File: config.mk
export PLATFORM = sky130hd
export DESIGN_NAME = stkseq_top
export DESIGN_NICKNAME = d
export VERILOG_FILES = /design/src/rtl/stkseq_pkg.sv /design/src/rtl/stkseq_ctrl.sv /design/src/rtl/stkseq_sp.sv /design/src/rtl/stkseq_data.sv /design/src/rtl/stkseq_top.sv
export SDC_FILE = /design/constraint.sdc
export NUM_CORES = 1
export LEC_CHECK = 0
export BUFFER_PORTS_ARGS = -buffer_cell sky130_fd_sc_hd__buf_2
export CAP_MARGIN = 20
export CORE_MARGIN = 2
export CORE_UTILIZATION = 32
export CTS_BUF_LIST = sky130_fd_sc_hd__clkbuf_4
export CTS_CLUSTER_DIAMETER = 40
export DETAILED_ROUTE_END_ITERATION = 8
export PLACE_DENSITY = 0.51
export SYNTH_ARGS = -nofsm -noshare
export SYNTH_HDL_FRONTEND = slang
export SYNTH_HIERARCHICAL = 1
export SYNTH_SLANG_ARGS = --single-unit
File: constraint.sdc
create_clock -name clk -period 2.64 [get_ports clk]
set_clock_uncertainty 0.2 [all_clocks]
set_input_delay 0.132 -clock clk [delete_from_list [all_inputs] [get_ports clk]]
set_output_delay 0.132 -clock clk [all_outputs]
set_load 0.005 [all_outputs]
File: src/rtl/stkseq_pkg.sv
package stkseq_pkg;
    localparam int DW  = 8;
    localparam int AW  = 16;
    localparam int OPW = 4;

    localparam logic [DW-1:0] STK_PAGE = 8'h01;
    localparam logic [DW-1:0] SP_INIT  = 8'hFF;
    localparam logic [DW-1:0] PSR_INIT = 8'h24;
    localparam int BIT_IMASK = 2;
    localparam int BIT_BRK   = 4;
    localparam int BIT_RSV   = 5;

    localparam logic [AW-1:0] VEC_NMI = 16'hFFFA;
    localparam logic [AW-1:0] VEC_RST = 16'hFFFC;
    localparam logic [AW-1:0] VEC_IRQ = 16'hFFFE;

    typedef enum logic [OPW-1:0] {
        OP_NONE = 4'd0, OP_IRQ = 4'd1, OP_NMI = 4'd2, OP_BRK = 4'd3,
        OP_CALL = 4'd4, OP_RET = 4'd5, OP_RTI = 4'd6, OP_PSH = 4'd7,
        OP_PUL  = 4'd8, OP_RST = 4'd9
    } op_e;

    typedef enum logic [3:0] {
        ST_IDLE, ST_PUSH_H, ST_PUSH_L, ST_PUSH_P,
        ST_PULL_P, ST_PULL_L, ST_PULL_H, ST_VEC_L, ST_VEC_H
    } step_e;

    function automatic logic is_cmd(input logic [OPW-1:0] code);
        return (code >= 4'd1) && (code <= 4'd8);
    endfunction

    function automatic step_e first_step(input op_e op);
        case (op)
            OP_IRQ, OP_NMI, OP_BRK, OP_CALL: return ST_PUSH_H;
            OP_RET:                          return ST_PULL_L;
            OP_RTI, OP_PUL:                  return ST_PULL_P;
            OP_PSH:                          return ST_PUSH_P;
            OP_RST:                          return ST_VEC_L;
            default:                         return ST_IDLE;
        endcase
    endfunction

    function automatic step_e next_step(input op_e op, input step_e s);
        case (s)
            ST_PUSH_H: return ST_PUSH_L;
            ST_PUSH_L: return (op == OP_CALL) ? ST_IDLE : ST_PUSH_P;
            ST_PUSH_P: return (op == OP_PSH)  ? ST_IDLE : ST_VEC_L;
            ST_PULL_P: return (op == OP_PUL)  ? ST_IDLE : ST_PULL_L;
            ST_PULL_L: return ST_PULL_H;
            ST_VEC_L:  return ST_VEC_H;
            default:   return ST_IDLE;
        endcase
    endfunction

    function automatic logic [AW-1:0] vector_of(input op_e op);
        case (op)
            OP_NMI:  return VEC_NMI;
            OP_RST:  return VEC_RST;
            default: return VEC_IRQ;
        endcase
    endfunction

    function automatic logic is_push(input step_e s);
        return (s == ST_PUSH_H) || (s == ST_PUSH_L) || (s == ST_PUSH_P);
    endfunction

    function automatic logic is_pull(input step_e s);
        return (s == ST_PULL_P) || (s == ST_PULL_L) || (s == ST_PULL_H);
    endfunction

    function automatic logic [DW-1:0] stacked_status(input op_e op, input logic [DW-1:0] p);
        logic [DW-1:0] r;
        r = p;
        r[BIT_BRK] = (op == OP_PSH) || (op == OP_BRK);
        return r;
    endfunction
endpackage

File: src/rtl/stkseq_ctrl.sv
module stkseq_ctrl
    import stkseq_pkg::*;
(
    input  logic           clk,
    input  logic           rst,
    input  logic           cmd_valid,
    input  logic [OPW-1:0] cmd_op,
    output step_e          step,
    output op_e            op,
    output logic           accept,
    output logic           busy,
    output logic           done
);
    step_e step_q;
    op_e   op_q;
    logic  done_q;

    assign accept = cmd_valid && (step_q == ST_IDLE) && is_cmd(cmd_op);
    assign busy   = (step_q != ST_IDLE);
    assign step   = step_q;
    assign op     = op_q;
    assign done   = done_q;

    always_ff @(posedge clk) begin
        if (rst) begin
            step_q <= ST_VEC_L;
            op_q   <= OP_RST;
            done_q <= 1'b0;
        end else begin
            done_q <= (step_q != ST_IDLE) && (next_step(op_q, step_q) == ST_IDLE);
            if (step_q == ST_IDLE) begin
                if (accept) begin
                    op_q   <= op_e'(cmd_op);
                    step_q <= first_step(op_e'(cmd_op));
                end
            end else begin
                step_q <= next_step(op_q, step_q);
            end
        end
    end

    AST_OP_HELD_BUSY: assert property (@(posedge clk) disable iff (rst)
        busy |=> $stable(op_q));
    AST_DONE_SINGLE: assert property (@(posedge clk) disable iff (rst)
        done_q |=> !done_q);
endmodule

File: src/rtl/stkseq_sp.sv
module stkseq_sp
    import stkseq_pkg::*;
(
    input  logic          clk,
    input  logic          rst,
    input  logic          push,
    input  logic          pull,
    output logic [DW-1:0] sp,
    output logic [AW-1:0] push_addr,
    output logic [AW-1:0] pull_addr
);
    logic [DW-1:0] sp_q;
    logic [DW-1:0] sp_inc;

    assign sp_inc    = sp_q + 8'd1;
    assign sp        = sp_q;
    assign push_addr = {STK_PAGE, sp_q};
    assign pull_addr = {STK_PAGE, sp_inc};

    always_ff @(posedge clk) begin
        if (rst)       sp_q <= SP_INIT;
        else if (push) sp_q <= sp_q - 8'd1;
        else if (pull) sp_q <= sp_inc;
    end
endmodule

File: src/rtl/stkseq_data.sv
module stkseq_data
    import stkseq_pkg::*;
(
    input  logic           clk,
    input  logic           rst,
    input  logic           accept,
    input  logic [OPW-1:0] cmd_op,
    input  logic [AW-1:0]  pc_in,
    input  logic [DW-1:0]  psr_in,
    input  logic [AW-1:0]  tgt_in,
    input  step_e          step,
    input  op_e            op,
    input  logic [DW-1:0]  mem_rdata,
    input  logic [AW-1:0]  push_addr,
    input  logic [AW-1:0]  pull_addr,
    output logic [AW-1:0]  pc_w,
    output logic [DW-1:0]  psr_w,
    output logic [AW-1:0]  mem_addr,
    output logic [DW-1:0]  mem_wdata,
    output logic           mem_we
);
    logic [AW-1:0] pc_q;
    logic [AW-1:0] tgt_q;
    logic [DW-1:0] psr_q;
    op_e           new_op;

    assign new_op = op_e'(cmd_op);
    assign pc_w   = pc_q;
    assign psr_w  = psr_q;

    always_comb begin
        mem_addr  = push_addr;
        mem_wdata = '0;
        mem_we    = 1'b0;
        case (step)
            ST_PUSH_H: begin mem_we = 1'b1; mem_wdata = pc_q[AW-1:DW]; end
            ST_PUSH_L: begin mem_we = 1'b1; mem_wdata = pc_q[DW-1:0]; end
            ST_PUSH_P: begin mem_we = 1'b1; mem_wdata = stacked_status(op, psr_q); end
            ST_PULL_P, ST_PULL_L, ST_PULL_H: mem_addr = pull_addr;
            ST_VEC_L:  mem_addr = vector_of(op);
            ST_VEC_H:  mem_addr = vector_of(op) + 16'd1;
            default: ;
        endcase
    end

    always_ff @(posedge clk) begin
        if (rst) begin
            pc_q  <= '0;
            tgt_q <= '0;
            psr_q <= PSR_INIT;
        end else if (accept) begin
            case (new_op)
                OP_BRK:  pc_q <= pc_in + 16'd1;
                OP_CALL: pc_q <= pc_in - 16'd1;
                default: pc_q <= pc_in;
            endcase
            psr_q <= psr_in;
            tgt_q <= tgt_in;
        end else begin
            case (step)
                ST_PUSH_L: if (op == OP_CALL) pc_q <= tgt_q;
                ST_PUSH_P: if (op != OP_PSH) psr_q[BIT_IMASK] <= 1'b1;
                ST_PULL_P: begin
                    psr_q          <= mem_rdata;
                    psr_q[BIT_RSV] <= 1'b1;
                end
                ST_PULL_L: pc_q[DW-1:0] <= mem_rdata;
                ST_PULL_H: pc_q <= {mem_rdata, pc_q[DW-1:0]} + ((op == OP_RET) ? 16'd1 : 16'd0);
                ST_VEC_L:  pc_q[DW-1:0] <= mem_rdata;
                ST_VEC_H:  pc_q[AW-1:DW] <= mem_rdata;
                default: ;
            endcase
        end
    end

    AST_PULL_RSV_SET: assert property (@(posedge clk) disable iff (rst)
        (step == ST_PULL_P) |=> psr_q[BIT_RSV]);
endmodule

File: src/rtl/stkseq_top.sv
module stkseq_top
    import stkseq_pkg::*;
(
    input  logic        clk,
    input  logic        rst,
    input  logic        cmd_valid,
    input  logic [3:0]  cmd_op,
    input  logic [15:0] pc_in,
    input  logic [7:0]  psr_in,
    input  logic [15:0] tgt_in,
    input  logic [7:0]  mem_rdata,
    output logic        busy,
    output logic        done,
    output logic [15:0] pc_out,
    output logic [7:0]  psr_out,
    output logic [7:0]  sp_out,
    output logic [15:0] mem_addr,
    output logic [7:0]  mem_wdata,
    output logic        mem_we
);
    step_e         step;
    op_e           op;
    logic          accept;
    logic          push;
    logic          pull;
    logic [AW-1:0] push_addr;
    logic [AW-1:0] pull_addr;

    assign push = is_push(step);
    assign pull = is_pull(step);

    stkseq_ctrl u_ctrl (
        .clk(clk), .rst(rst), .cmd_valid(cmd_valid), .cmd_op(cmd_op),
        .step(step), .op(op), .accept(accept), .busy(busy), .done(done)
    );

    stkseq_sp u_sp (
        .clk(clk), .rst(rst), .push(push), .pull(pull), .sp(sp_out),
        .push_addr(push_addr), .pull_addr(pull_addr)
    );

    stkseq_data u_data (
        .clk(clk), .rst(rst), .accept(accept), .cmd_op(cmd_op),
        .pc_in(pc_in), .psr_in(psr_in), .tgt_in(tgt_in), .step(step), .op(op),
        .mem_rdata(mem_rdata), .push_addr(push_addr), .pull_addr(pull_addr),
        .pc_w(pc_out), .psr_w(psr_out), .mem_addr(mem_addr),
        .mem_wdata(mem_wdata), .mem_we(mem_we)
    );

    AST_WRITE_IN_PAGE: assert property (@(posedge clk) disable iff (rst)
        mem_we |-> (mem_addr[AW-1:DW] == STK_PAGE));
    AST_PUSH_POSTDEC: assert property (@(posedge clk) disable iff (rst)
        mem_we |=> (sp_out == $past(mem_addr[DW-1:0]) - 8'd1));
    AST_PULL_PREINC: assert property (@(posedge clk) disable iff (rst)
        pull |=> (sp_out == $past(mem_addr[DW-1:0])));
    AST_DONE_NOT_BUSY: assert property (@(posedge clk) disable iff (rst)
        done |-> !busy);
    AST_INT_MASK_SET: assert property (@(posedge clk) disable iff (rst)
        (done && (op == OP_IRQ || op == OP_NMI || op == OP_BRK)) |-> psr_out[BIT_IMASK]);
endmodule

Word level (Yosys, flattened, before mapping). Memory sizes are Yosys's and may differ from the RTL's. Cells that the tools add are included.

Output and inout port bits: 59. Flip-flop bits (word level): 57. Input port bits: 55. Memories: 1. Logic and storage cells: 88. Memory bits (read-only): 48.

Memories: (no name shown) (depth 16, width 3, rd ports 1, clocked after Yosys merged registers in 0, write ports 0, line stkseq_pkg.sv:33) `case (op)`.

Add/sub/neg operators: 6. Reductions and logical operators: 24. $lt $le $gt $ge: 2. Equality and inequality tests: 21. Muxes and demuxes: 25.

Operators with widths (count): $pmux 8 s3 (3); $mux 16 (3); $pmux 16 s3 (1); $add 16x1->16 const B (2); $eq 4x3->1 const B (8); $pmux 16 s2 (1); $mux 8 (3); $pmux 4 s6 (1); $eq 4x2->1 const B (5); $add 16x16->16 (1); $sub 16x1->16 const B (1); $eq 4x4->1 const B (3); $mux 4 (3); $reduce_bool 4->1 (3); $add 8x1->8 const B (1); $logic_not 4->1 (2); $reduce_and 2->1 (4); $sub 8x1->8 const B (1); $mux 3 (2); $ne 3x2->1 const B (2); $pmux 3 s2 (1); $reduce_or 3->1 (2); $logic_or 1x1->1 (5); $mux 5 (1); other kinds (12) (19).

Longest topological paths before layout. Gate-level depths: netlist of run 1.

Depth after elaboration: 6. Gate-level depth with buffers: 10.

Modules after synthesis. The synthesis of run 1 kept the hierarchy.

Modules (own cells, without submodules): stkseq_data (cells each 518, sequential area each 800.8 sq um, area an instance 3758.6 sq um, instances 1); stkseq_sp (cells each 103, sequential area each 160.2 sq um, area an instance 793.3 sq um, instances 1); stkseq_ctrl (cells each 71, sequential area each 180.2 sq um, area an instance 613.1 sq um, instances 1); stkseq_top (cells each 4, sequential area each 0.0 sq um, area an instance 25.0 sq um, instances 1).

Least setup slack after synthesis of run 1. OpenSTA, ideal clock, no wires.

Kind: register -> register. Start point: reg u_ctrl.step_q[0] (netlist: u_ctrl/step[0]). End point: reg u_data.psr_q[0] (netlist: u_data/psr_w[0]). Arrival: 2.535 ns. Setup slack: -0.223 ns. Cell stages (with the launch flop): 8. Path through: dfxtp_1 buf_6 or4_4 a2111oi_4 clkbuf_1 clkbuf_1 mux2i_1 nor2_1.

Word-level cells in the longest chain between the ends: 4. Elaborated cells between the ends (all ways): 6. Classes of those cells: eq/ne (1); mux (1); reduce/logical (4).

Ends and longest elaborated chain: start, declared (line stkseq_ctrl.sv:14) `step_e step_q;`; start signal, assigned (line stkseq_ctrl.sv:34) `step_q <= first_step(op_e'(cmd_op));`; start signal, assigned (line stkseq_ctrl.sv:37) `step_q <= next_step(op_q, step_q);`; $logic_not 4->1 (*) (line stkseq_ctrl.sv:18) `assign accept = cmd_valid && (step_q == ST_IDLE) && is_cmd(cmd_op);`; $logic_and 1x1->1 (*) (2 in a row) (line stkseq_ctrl.sv:18); net accept (line stkseq_top.sv:23) `logic accept;`; $mux 8 or $reduce_bool 2->1 (tied branches); end signal, assigned (line stkseq_data.sv:57) `psr_q <= psr_in;`; end signal, assigned (line stkseq_data.sv:64) `psr_q <= mem_rdata;`; end, declared (line stkseq_data.sv:24) `logic [DW-1:0] psr_q;`.

The timed path passes the listed nets; every way through them passes the cells marked *. A chain may end at the register's enable or synchronous reset.

Worst setup path in the final report of run 1.
Start point: reg u_ctrl.op_q[2] (netlist: u_ctrl/op[2]). End point: reg u_data.pc_q[11] (netlist: u_data/pc_w[11]).

Word-level cells in the longest chain between the ends: 5. Elaborated cells between the ends (all ways): 8. Classes of those cells: add/sub (1); eq/ne (3); mux (3); reduce/logical (1).

Ends and longest elaborated chain: start, declared (line stkseq_ctrl.sv:15) `op_e op_q;`; start signal, assigned (line stkseq_ctrl.sv:33) `op_q <= op_e'(cmd_op);`; $eq 4x3->1 (line stkseq_data.sv:68) `ST_PULL_H: pc_q <= {mem_rdata, pc_q[DW-1:0]} + ((op == OP_RET) ? 16'd1 : 16'd0);`; $mux 1 (line stkseq_data.sv:68); $add 16x16->16 (line stkseq_data.sv:68); $pmux 8 s3 (line stkseq_data.sv:60) `case (step)`; $mux 16 (line stkseq_data.sv:51) `end else if (accept) begin`; end signal, assigned (line stkseq_data.sv:61) `ST_PUSH_L: if (op == OP_CALL) pc_q <= tgt_q;`; end signal, assigned (line stkseq_data.sv:68); end signal, assigned by index (line stkseq_data.sv:69) `ST_VEC_L: pc_q[DW-1:0] <= mem_rdata;`; end, declared (line stkseq_data.sv:22) `logic [AW-1:0] pc_q;`.

Parallel ways exist; a longest one is shown, timed or not.

==> results of run 1 <==
[cells by family after synthesis]
logic type      Yosys count  synth area share
compound gates          178             0.240
fa+ha+maj                 9            0.0217
buf+inv                  97            0.0938
simple gates            288             0.301
flops                    57             0.220
other cells               2           0.00145
xor+xnor                 20            0.0338
mux                      45            0.0885
[power groups by stage]
stage	Combinational (mW)	Clock, mW	Sequential (mW)
after CTS	1.75	0.775	1.13
after floorplan	1.17	0	1.09
after detailed placement	1.68	0	1.15
after global placement	1.67	0	1.15
final	1.77	0.750	1.13
after global routing	1.94	0.822	1.16
[worst max-delay path, delay by kind of cell (launching register included)]
kind,cells,cell delay [ps]
AO/OA/AOI/OAI,1,70
adder cells (fa/ha/maj),1,210
buffers and inverters,1,230
flip-flops,1,350
multiplexers,1,230
AND/OR/NAND/NOR,5,1170
[cell usage after synthesis (14+ instances only)]
library cell | instances | area share
nor2_1 | 72 | 0.052
nand2_1 | 60 | 0.043
dfxtp_1 | 57 | 0.22
clkbuf_1 | 38 | 0.027
mux2i_1 | 38 | 0.073
a21oi_1 | 35 | 0.034
buf_4 | 27 | 0.039
o21ai_0 | 27 | 0.026
inv_1 | 23 | 0.017
nand3_1 | 22 | 0.021
nor3_1 | 19 | 0.018
o211ai_1 | 16 | 0.023
a211oi_1 | 15 | 0.022
nor4_1 | 15 | 0.018
xnor2_1 | 14 | 0.024
[registers in the layout, indices dropped and copies added, names as in the netlist]
register and flops:
u_sp/sp 8, u_data/pc_w 16, u_ctrl/op 4, u_data/tgt_q 16, u_data/psr_w 8, u_ctrl/step 4, u_ctrl/done 1
[stage by stage]
stage	std cells	setup TNS (ps)
2_1_floorplan	710	-19.1
3_3_place_gp	1018	0
6_report	1083	0
4_1_cts	1082	0
3_5_place_dp	1018	-11.4
5_1_grt	1083	-110
[metal layers]
metal / GRT usage / vias to the layer above
met5: 0 / -
met3: 0.0397 / 29
met1: 0.278 / 2812
li1: - / 2867
met4: 0.0640 / 0
met2: 0.371 / 213
[cell type report]
class,instances,area [um2]
clock buffer,10,75.1
sequential,57,1150
inverter,23,86.3
fill,1675,9080
multi-input combinational,556,3680
tap,216,270
clock inverter,6,82.6
timing repair buffer,215,1460
[how the worst max path moves through the flow]
stage                        start         endpoint  depth (start not counted)  slack, ps
floorplan                cmd_op[0]   u_data/pc_w[6]                         10        -20
finish                u_ctrl/op[2]  u_data/pc_w[11]                          9         90
global placement         cmd_op[0]   u_data/pc_w[6]                          9         20
global route          u_ctrl/op[2]  u_data/pc_w[14]                          9        -40
CTS                 u_ctrl/step[1]      mem_addr[1]                          6          9
detailed placement       cmd_op[0]  u_data/pc_w[10]                          9        -10
[what timing repair did]
action / 4_1_cts / 5_1_grt
pin swaps: 0 / 1
endpoints found under the setup margin: 12 / 24
gates resized for setup: 1 / 18
hold endpoints to repair: 42 / 0
setup buffers: 0 / 1
hold buffers: 48 / 0
==> results.py, run 1 <==
metrics = {
    "synthesis": {
        "synth_seq_cells": 57,
        "synth_seq_area_share": 0.220,
        "async_reset_ff_frac": 0,
        "synth_edf_count": 0,
        "synth_cell_types": 76,
        "synth_area_um2": 5190,
        "ys.flop_type": "dfxtp_1",
        "synth.avg_cell_area_um2": 7.46,
        "syn_inst": 696,
        "synth_warnings": 6,
    },
    "job": {
        "maxCapViolations": 0,
    },
    "global_routing": {
        "antenna_found_initial": 0,
        "grt_pass1_vias": 5667,
        "grt_overflow": 0,
        "grt_max_degree": 33,
        "grt_pass1_wl_um": 30300,
        "grt_use_total": 0.217,
    },
    "power_and_ir_drop": {
        "leakagePower_nw": 2.75,
        "pwr-share-clk": 0.205,
        "seq_power_share": 0.310,
        "p_total_mw": 3.66,
        "power_density_nw_per_um2": 537,
        "p_sw_frac": 0.411,
        "switching_power_mw": 1.50,
        "ir_worst_vdd_mv": 0.273,
        "combPwrFrac": 0.484,
        "intPower_mw": 2.15,
    },
    "clock_network": {
        "cts_buffers": 9,
        "path_clk_slew_ps": 120,
        "cts_root_buf": "clkbuf_4",
        "cts_tree": "yes",
        "cts_max_path_buffers": 2,
        "cts.sinks": 57,
        "htreeDepth": 3,
        "clkLatencyLatePin_ps": 430,
    },
    "sta": {
        "worst_slack_ps": 86.1,
        "setup_viol": 0,
        "min_period_over_period": 0.967,
        "hold_violations": 0,
        "finalCriticalPeriod_ps": 2550,
        "timing.fmax_mhz": 392,
        "slew_viol_final": 0,
        "worstMarginPinSlew_ps": 684,
        "relSlewSlack": 0.544,
        "hold_ws_ps": 27.8,
    },
    "setup_path": {
        "crit_path_end_kind": "register",
        "path_class": "reg -> reg",
        "cp_slowest_cell": "dfxtp_1",
        "cp_max_fo": 5,
        "startpoint_type": "register",
        "reg2regPathDepth": 9,
        "timing.rr.end": "u_data/pc_w[11]",
        "cp_data_arrival_time_ps": 2680,
        "required_ps": 2760,
        "crit_chain": "nor2b_2, and3b_1, ha_1, nand4_1, buf_4, nor4_1, mux2i_1, and4_1, o32ai_2",
        "regToRegSetupSlack_ps": 90,
        "timing.rr.start": "u_ctrl/op[2]",
        "critPathMaxStageDelay_ps": 350,
    },
    "floorplanning": {
        "ios": 114,
        "core-area_um2": 15900,
        "die_w_um": 131,
        "fp.dieH_um": 131,
        "die_area_um2": 17300,
        "rows": 46,
        "start_util": 0.327,
    },
    "worst_hold_path": {
        "hp-start": "rst",
        "min_to": "u_data/tgt_q[11]",
        "min_path_type": "in -> reg",
        "hold_depth": 2,
    },
    "finish": {
        "drive_gt1_frac": 0.261,
        "layout_commonest_cell": "buf_2",
        "final_nets": 926,
        "final_cell_mix": "113 x buf_2, 71 x nor2_1, 60 x nand2_1",
        "fin_util": 0.428,
        "final_cell_area_um2": 6800,
        "antennaDiodeCount": 0,
        "synthToLayoutAreaGrowth_pct": 31.1,
    },
    "detailed_routing": {
        "top_layer": "met4",
        "wl_met1_um": 8300,
        "final_antenna_net_count": 0,
        "wl_met3_um": 1100,
        "dr.first_iter.drc_count": 598,
        "wire_per_inst_um": 17.7,
        "route.met2.wl_um": 9300,
        "first_pass_iters": 5,
        "drt-total-wl_um": 19200,
        "via_per_inst": 5.47,
        "num_vias": 5921,
        "drc": 0,
    },
    "place": {
        "pre_cts_ws_ps": -11.4,
        "gp_congestion": 0.977,
        "place_hpwl_um": 14200,
        "io_buffers": 113,
        "dpl-instance-area_um2": 6090,
    },
    "outcome": {
        "outcome": "finished clean",
    },
}
No activity file was read; power rests on OpenSTA's default activity.
==> inputs of run 2 (changes only) <==
CELL_PAD_IN_SITES_DETAIL_PLACEMENT = 1   (was default)
CELL_PAD_IN_SITES_GLOBAL_PLACEMENT = 1   (was default)
PLACE_DENSITY = 0.67   (was 0.51)
==> run 2 against run 1 <==
Effect of this change: count of clock-buffer cells in the layout unchanged; routed wire length increased by 7.0%; sequential power about the same; global-route usage increased by 1.5 points; die area unchanged; clock power increased by 1%; total power increased by 1.2%; sequential cell count unchanged; utilization increased by 0.33 points; register-to-register slack improved by 20 ps.
==> results.py, run 2 (synthesis gave the netlist of run 1 again) <==
metrics = {
    "power_and_ir_drop": {
        "pwr-share-clk": 0.206,
        "p_sw_frac": 0.415,
        "leakagePower_nw": 2.75,
        "seq_power_share": 0.306,
        "intPower_mw": 2.16,
        "switching_power_mw": 1.53,
        "combPwrFrac": 0.488,
        "power_density_nw_per_um2": 539,
        "ir_worst_vdd_mv": 0.251,
        "p_total_mw": 3.70,
    },
    "sta": {
        "finalCriticalPeriod_ps": 2530,
        "hold_violations": 0,
        "setup_viol": 0,
        "min_period_over_period": 0.959,
        "fin_tns_setup_ps": 0,
        "slew_viol_final": 0,
        "worst_slack_ps": 108,
        "grt_setup_unrepaired": "no",
        "relSlewSlack": 0.504,
        "worstMarginPinSlew_ps": 739,
        "timing.fmax_mhz": 395,
    },
    "setup_path": {
        "crit_path_end_kind": "register",
        "startpoint_type": "register",
        "crit_chain": "nor2b_2, and3b_1, ha_4, ha_2, nand3_1, or3_4, or3_1, a31o_2, a31oi_1",
        "path_depth": 9,
        "cp_data_arrival_time_ps": 2680,
        "critPathMaxStageDelay_ps": 420,
        "reg2regPathDepth": 9,
        "crit_family": "simple AND/OR/NAND/NOR gates",
        "required_ps": 2790,
        "cp_slowest_cell": "or3_4",
        "cp_max_fo": 4,
        "cp.buffers_inverters": 0,
        "path_class": "reg -> reg",
    },
    "place": {
        "dpl-instance-area_um2": 6130,
        "placed_cells": 1020,
        "io_buffers": 113,
        "pre_cts_ws_ps": -39.1,
        "gp_congestion": 0.923,
        "place_hpwl_um": 15400,
    },
    "finish": {
        "antennaDiodeCount": 0,
        "final_cell_mix": "113 x buf_2, 71 x nor2_1, 60 x nand2_1",
        "final_nets": 927,
        "drive_gt1_frac": 0.264,
        "layout_commonest_cell": "buf_2",
        "final_cell_area_um2": 6860,
        "instances_no_fill": 1084,
        "synthToLayoutAreaGrowth_pct": 32.1,
    },
    "clock_network": {
        "cts_buffers": 9,
        "cts.sinks": 57,
        "cts_root_buf": "clkbuf_4",
        "path_clk_slew_ps": 100,
        "cts_max_path_buffers": 2,
        "cts_tree": "yes",
        "clkLatencyLatePin_ps": 430,
        "htreeDepth": 3,
    },
    "global_routing": {
        "grt_overflow": 0,
        "grt_max_degree": 50,
        "grt_pass1_vias": 6253,
        "grt_use_total": 0.232,
        "antenna_found_initial": 0,
        "grt_pass1_wl_um": 32800,
    },
    "detailed_routing": {
        "dr.first_iter.drc_count": 414,
        "num_vias": 6089,
        "wire_per_inst_um": 18.9,
        "via_per_inst": 5.62,
        "final_antenna_net_count": 0,
        "drt-total-wl_um": 20500,
        "drc": 0,
        "first_pass_iters": 5,
    },
    "worst_hold_path": {
        "hold_depth": 4,
        "min_path_type": "in -> reg",
    },
    "floorplanning": {
        "ios": 114,
        "die_area_um2": 17300,
        "core-area_um2": 15900,
        "die_w_um": 131,
        "rows": 46,
        "fp.dieH_um": 131,
        "start_util": 0.327,
    },
    "job": {
        "maxCapViolations": 0,
    },
    "outcome": {
        "outcome": "finished clean",
    },
}
-- run 2: cell types whose count changed in the layout (fill, tap and decap cells not counted), sizes merged --
cell and delta:
buf +1, clkbuf +1, dlygate4sd3 -1
-- run 2: final cells by class --
class | instances | area, um2
multi-input cells | 556 | 3690
clock buffers | 10 | 75.1
clock inverters | 6 | 82.6
well taps | 216 | 270
repair buffers | 216 | 1510
fillers | 2000 | 9030
inverters | 23 | 86.3
flip-flops and latches | 57 | 1140
-- run 2: layer usage --
metal,vias up,global-route usage,part of all wire
met2,171,0.408,0.49
met4,0,0.0670,0.020
met1,3017,0.293,0.44
met3,29,0.0374,0.048
li1,2872,-,-
met5,-,0,0
-- run 2: worst paths after layout --
check,endpoint,start,slack [ps]
hold / removal,u_data/pc_w[8],pc_in[8],30
hold reg to reg,u_data/tgt_q[5],u_data/tgt_q[5],330
setup / recovery,u_data/pc_w[10],u_ctrl/op[2],110
setup reg to reg,u_data/pc_w[10],u_ctrl/op[2],110
-- run 2: power by group through the flow --
| stage | registers (mW) | logic, mW | clock network, mW |
|---|---|---|---|
| global route | 1.15 | 1.99 | 0.817 |
| floorplan | 1.09 | 1.17 | 0 |
| CTS | 1.13 | 1.79 | 0.784 |
| global placement | 1.14 | 1.69 | 0 |
| detailed placement | 1.14 | 1.73 | 0 |
| finish | 1.13 | 1.81 | 0.761 |
-- run 2: worst min-delay path, cell delays in order --
cell and delay [ps]:
buf_2 160, o211ai_1 100, o311ai_0 120, a31oi_1 90
-- run 2: what timing repair did --
item / in CTS / in global routing
gates cloned: 0 / 1
hold endpoints to repair: 41 / 0
resized for setup: 1 / 17
buffers inserted: 0 / 0
pin swaps: 0 / 0
hold buffers: 47 / 0
setup endpoints to repair: 12 / 22
-- run 2: through the flow --
step	hold slack, ps	utilization
detailed placement	174	0.386
floorplan	36.9	-
global route	1.60	0.432
CTS	5.46	0.425
finish	33.8	0.432
global placement	162	0.386
==> inputs of run 3 (changes only) <==
BUFFER_PORTS_ARGS = -buffer_cell sky130_fd_sc_hd__buf_4   (was -buffer_cell sky130_fd_sc_hd__buf_2)
==> run 3 against run 2 <==
Effect of this change: first-iteration DRC count decreased by 7.5%; sequential share of layout area decreased by 0.58 points; hold slack improved by 85 ps; register-to-register slack got worse by 20 ps; non-clock buffer count increased by 5; total power decreased by 0.62%; largest cell class unchanged; cell count increased by 0.46%; clock power decreased by 25%.
==> results.py, run 3 (synthesis gave the netlist of run 1 again) <==
metrics = {
    "place": {
        "io_buffers": 113,
        "place_hpwl_um": 15700,
        "dpl-instance-area_um2": 6420,
        "placed_cells": 1019,
        "gp_congestion": 0.906,
    },
    "setup_path": {
        "cp_slowest_cell": "or4_1",
        "crit_path_end_kind": "register",
        "cp_data_arrival_time_ps": 2700,
        "cp_max_fo": 10,
        "timing.rr.start": "u_ctrl/op[2]",
        "cp.buffers_inverters": 2,
        "crit_family": "simple AND/OR/NAND/NOR gates",
        "startpoint_type": "input port",
        "path_class": "in -> reg",
        "reg2regPathDepth": 10,
        "crit_chain": "dlygate4sd3_1, buf_4, or4_1, or4_4, o32ai_1, and3_1, nor3_1",
        "timing.rr.end": "u_data/pc_w[15]",
        "required_ps": 2780,
        "regToRegSetupSlack_ps": 90,
        "critPathMaxStageDelay_ps": 620,
    },
    "detailed_routing": {
        "num_vias": 5988,
        "wire_per_inst_um": 19.3,
        "dr.first_iter.drc_count": 383,
        "drc": 0,
        "final_antenna_net_count": 0,
        "first_pass_iters": 5,
        "drt-total-wl_um": 21000,
        "via_per_inst": 5.50,
    },
    "sta": {
        "worstMarginPinSlew_ps": 791,
        "min_period_over_period": 0.967,
        "timing.fmax_mhz": 392,
        "relSlewSlack": 0.469,
        "hold_ws_ps": 119,
        "finalCriticalPeriod_ps": 2550,
        "grt_setup_unrepaired": "no",
        "hold_violations": 0,
        "slew_viol_final": 0,
        "setup_viol": 0,
    },
    "global_routing": {
        "grt_use_total": 0.240,
        "grt_max_degree": 51,
        "grt_pass1_vias": 6295,
        "grt_pass1_wl_um": 33700,
        "grt_overflow": 0,
        "antenna_found_initial": 0,
    },
    "floorplanning": {
        "die_area_um2": 17300,
        "start_util": 0.327,
        "rows": 46,
        "ios": 114,
        "core-area_um2": 15900,
        "die_w_um": 131,
        "fp.dieH_um": 131,
    },
    "clock_network": {
        "cts.sinks": 57,
        "cts_root_buf": "clkbuf_4",
        "cts_tree": "yes",
        "htreeDepth": 3,
        "cts_max_path_buffers": 2,
        "cts_buffers": 9,
        "clkLatencyLatePin_ps": 440,
        "path_clk_slew_ps": 110,
    },
    "outcome": {
        "outcome": "finished clean",
    },
    "finish": {
        "synthToLayoutAreaGrowth_pct": 37.3,
        "fillers": 1962,
        "multi_input_area_um2": 3680,
        "final_nets": 932,
        "instances_no_fill": 1089,
        "layout_commonest_cell": "buf_4",
        "antennaDiodeCount": 0,
        "ff_latch_area_um2": 1150,
        "final_cell_mix": "165 x buf_4, 72 x nor2_1, 60 x nand2_1",
        "final_cell_area_um2": 7130,
        "drive_gt1_frac": 0.265,
    },
    "power_and_ir_drop": {
        "ir_worst_vdd_mv": 0.283,
        "leakagePower_nw": 2.82,
        "p_total_mw": 3.68,
        "power_density_nw_per_um2": 516,
    },
    "worst_hold_path": {
        "hp-start": "mem_rdata[5]",
        "hold_depth": 4,
        "min_to": "u_data/pc_w[5]",
        "min_path_type": "in -> reg",
    },
    "job": {
        "maxCapViolations": 0,
    },
}
## run 3: changes by cell type in the layout (fill, tap and decap cells not counted), sizes merged
cell | before | now
clkinv | 4 | 5
dlygate4sd3 | 47 | 53
clkbuf | 11 | 10
bufinv | 2 | 0
clkinvlp | 0 | 1
## run 3: worst register-to-register path: cells and delay by family (launching register included)
kind            cells  cell delay, ps
buf+inv             2             340
compound gates      1              90
mux                 1             260
fa+ha+maj           1             210
flops               1             340
simple gates        5            1050
## run 3: metal layers
metal  wire length (um)  vias to the layer above  GRT usage
met1               9130                     2929      0.298
met3                891                       29     0.0417
met4                402                        0     0.0586
met5                  0                        -          0
met2              10600                      158      0.432
li1                   -                     2872          -
## run 3: worst max-delay path by stage
stage | startpoint | end | slack (ps) | cells past startpoint
final | pc_in[4] | u_data/pc_w[13] | 90 | 7
after global routing | cmd_op[2] | u_data/pc_w[13] | 9 | 11
after CTS | u_sp/sp[1] | mem_addr[7] | 7 | 6
after detailed placement | cmd_op[0] | u_data/pc_w[10] | -50 | 9
after global placement | cmd_op[0] | u_data/pc_w[6] | 20 | 9
after floorplan | cmd_op[0] | u_data/pc_w[6] | -20 | 10
## run 3: final cells by class
class	instances	area share
clock buffer	10	0.0105
clock inverter	6	0.00492
inverter	23	0.0121
multi-input combinational	556	0.517
sequential	57	0.161
tap	216	0.0379
timing repair buffer	221	0.257
## run 3: repair_timing
action	CTS	global route
pin swaps	0	2
hold buffers	53	0
setup buffers	0	1
hold endpoints to repair	45	0
gates resized for setup	5	13
setup endpoints to repair	4	19
## run 3: stage by stage
| stage | setup slack [ps] | util | setup TNS, ps |
|---|---|---|---|
| after floorplan | -19.1 | - | -19.1 |
| after global placement | 21.2 | 0.404 | 0 |
| after detailed placement | -47.3 | 0.404 | -52.1 |
| after CTS | 6.80 | 0.445 | 0 |
| after global routing | 9.29 | 0.449 | 0 |
| final | 87.8 | 0.449 | 0 |
## run 3: power by group
part | total, mW | switching [mW] | internal [mW]
registers | 1.13 | 0.163 | 0.966
logic | 1.98 | 1.03 | 0.943
clock network | 0.572 | 0.375 | 0.197
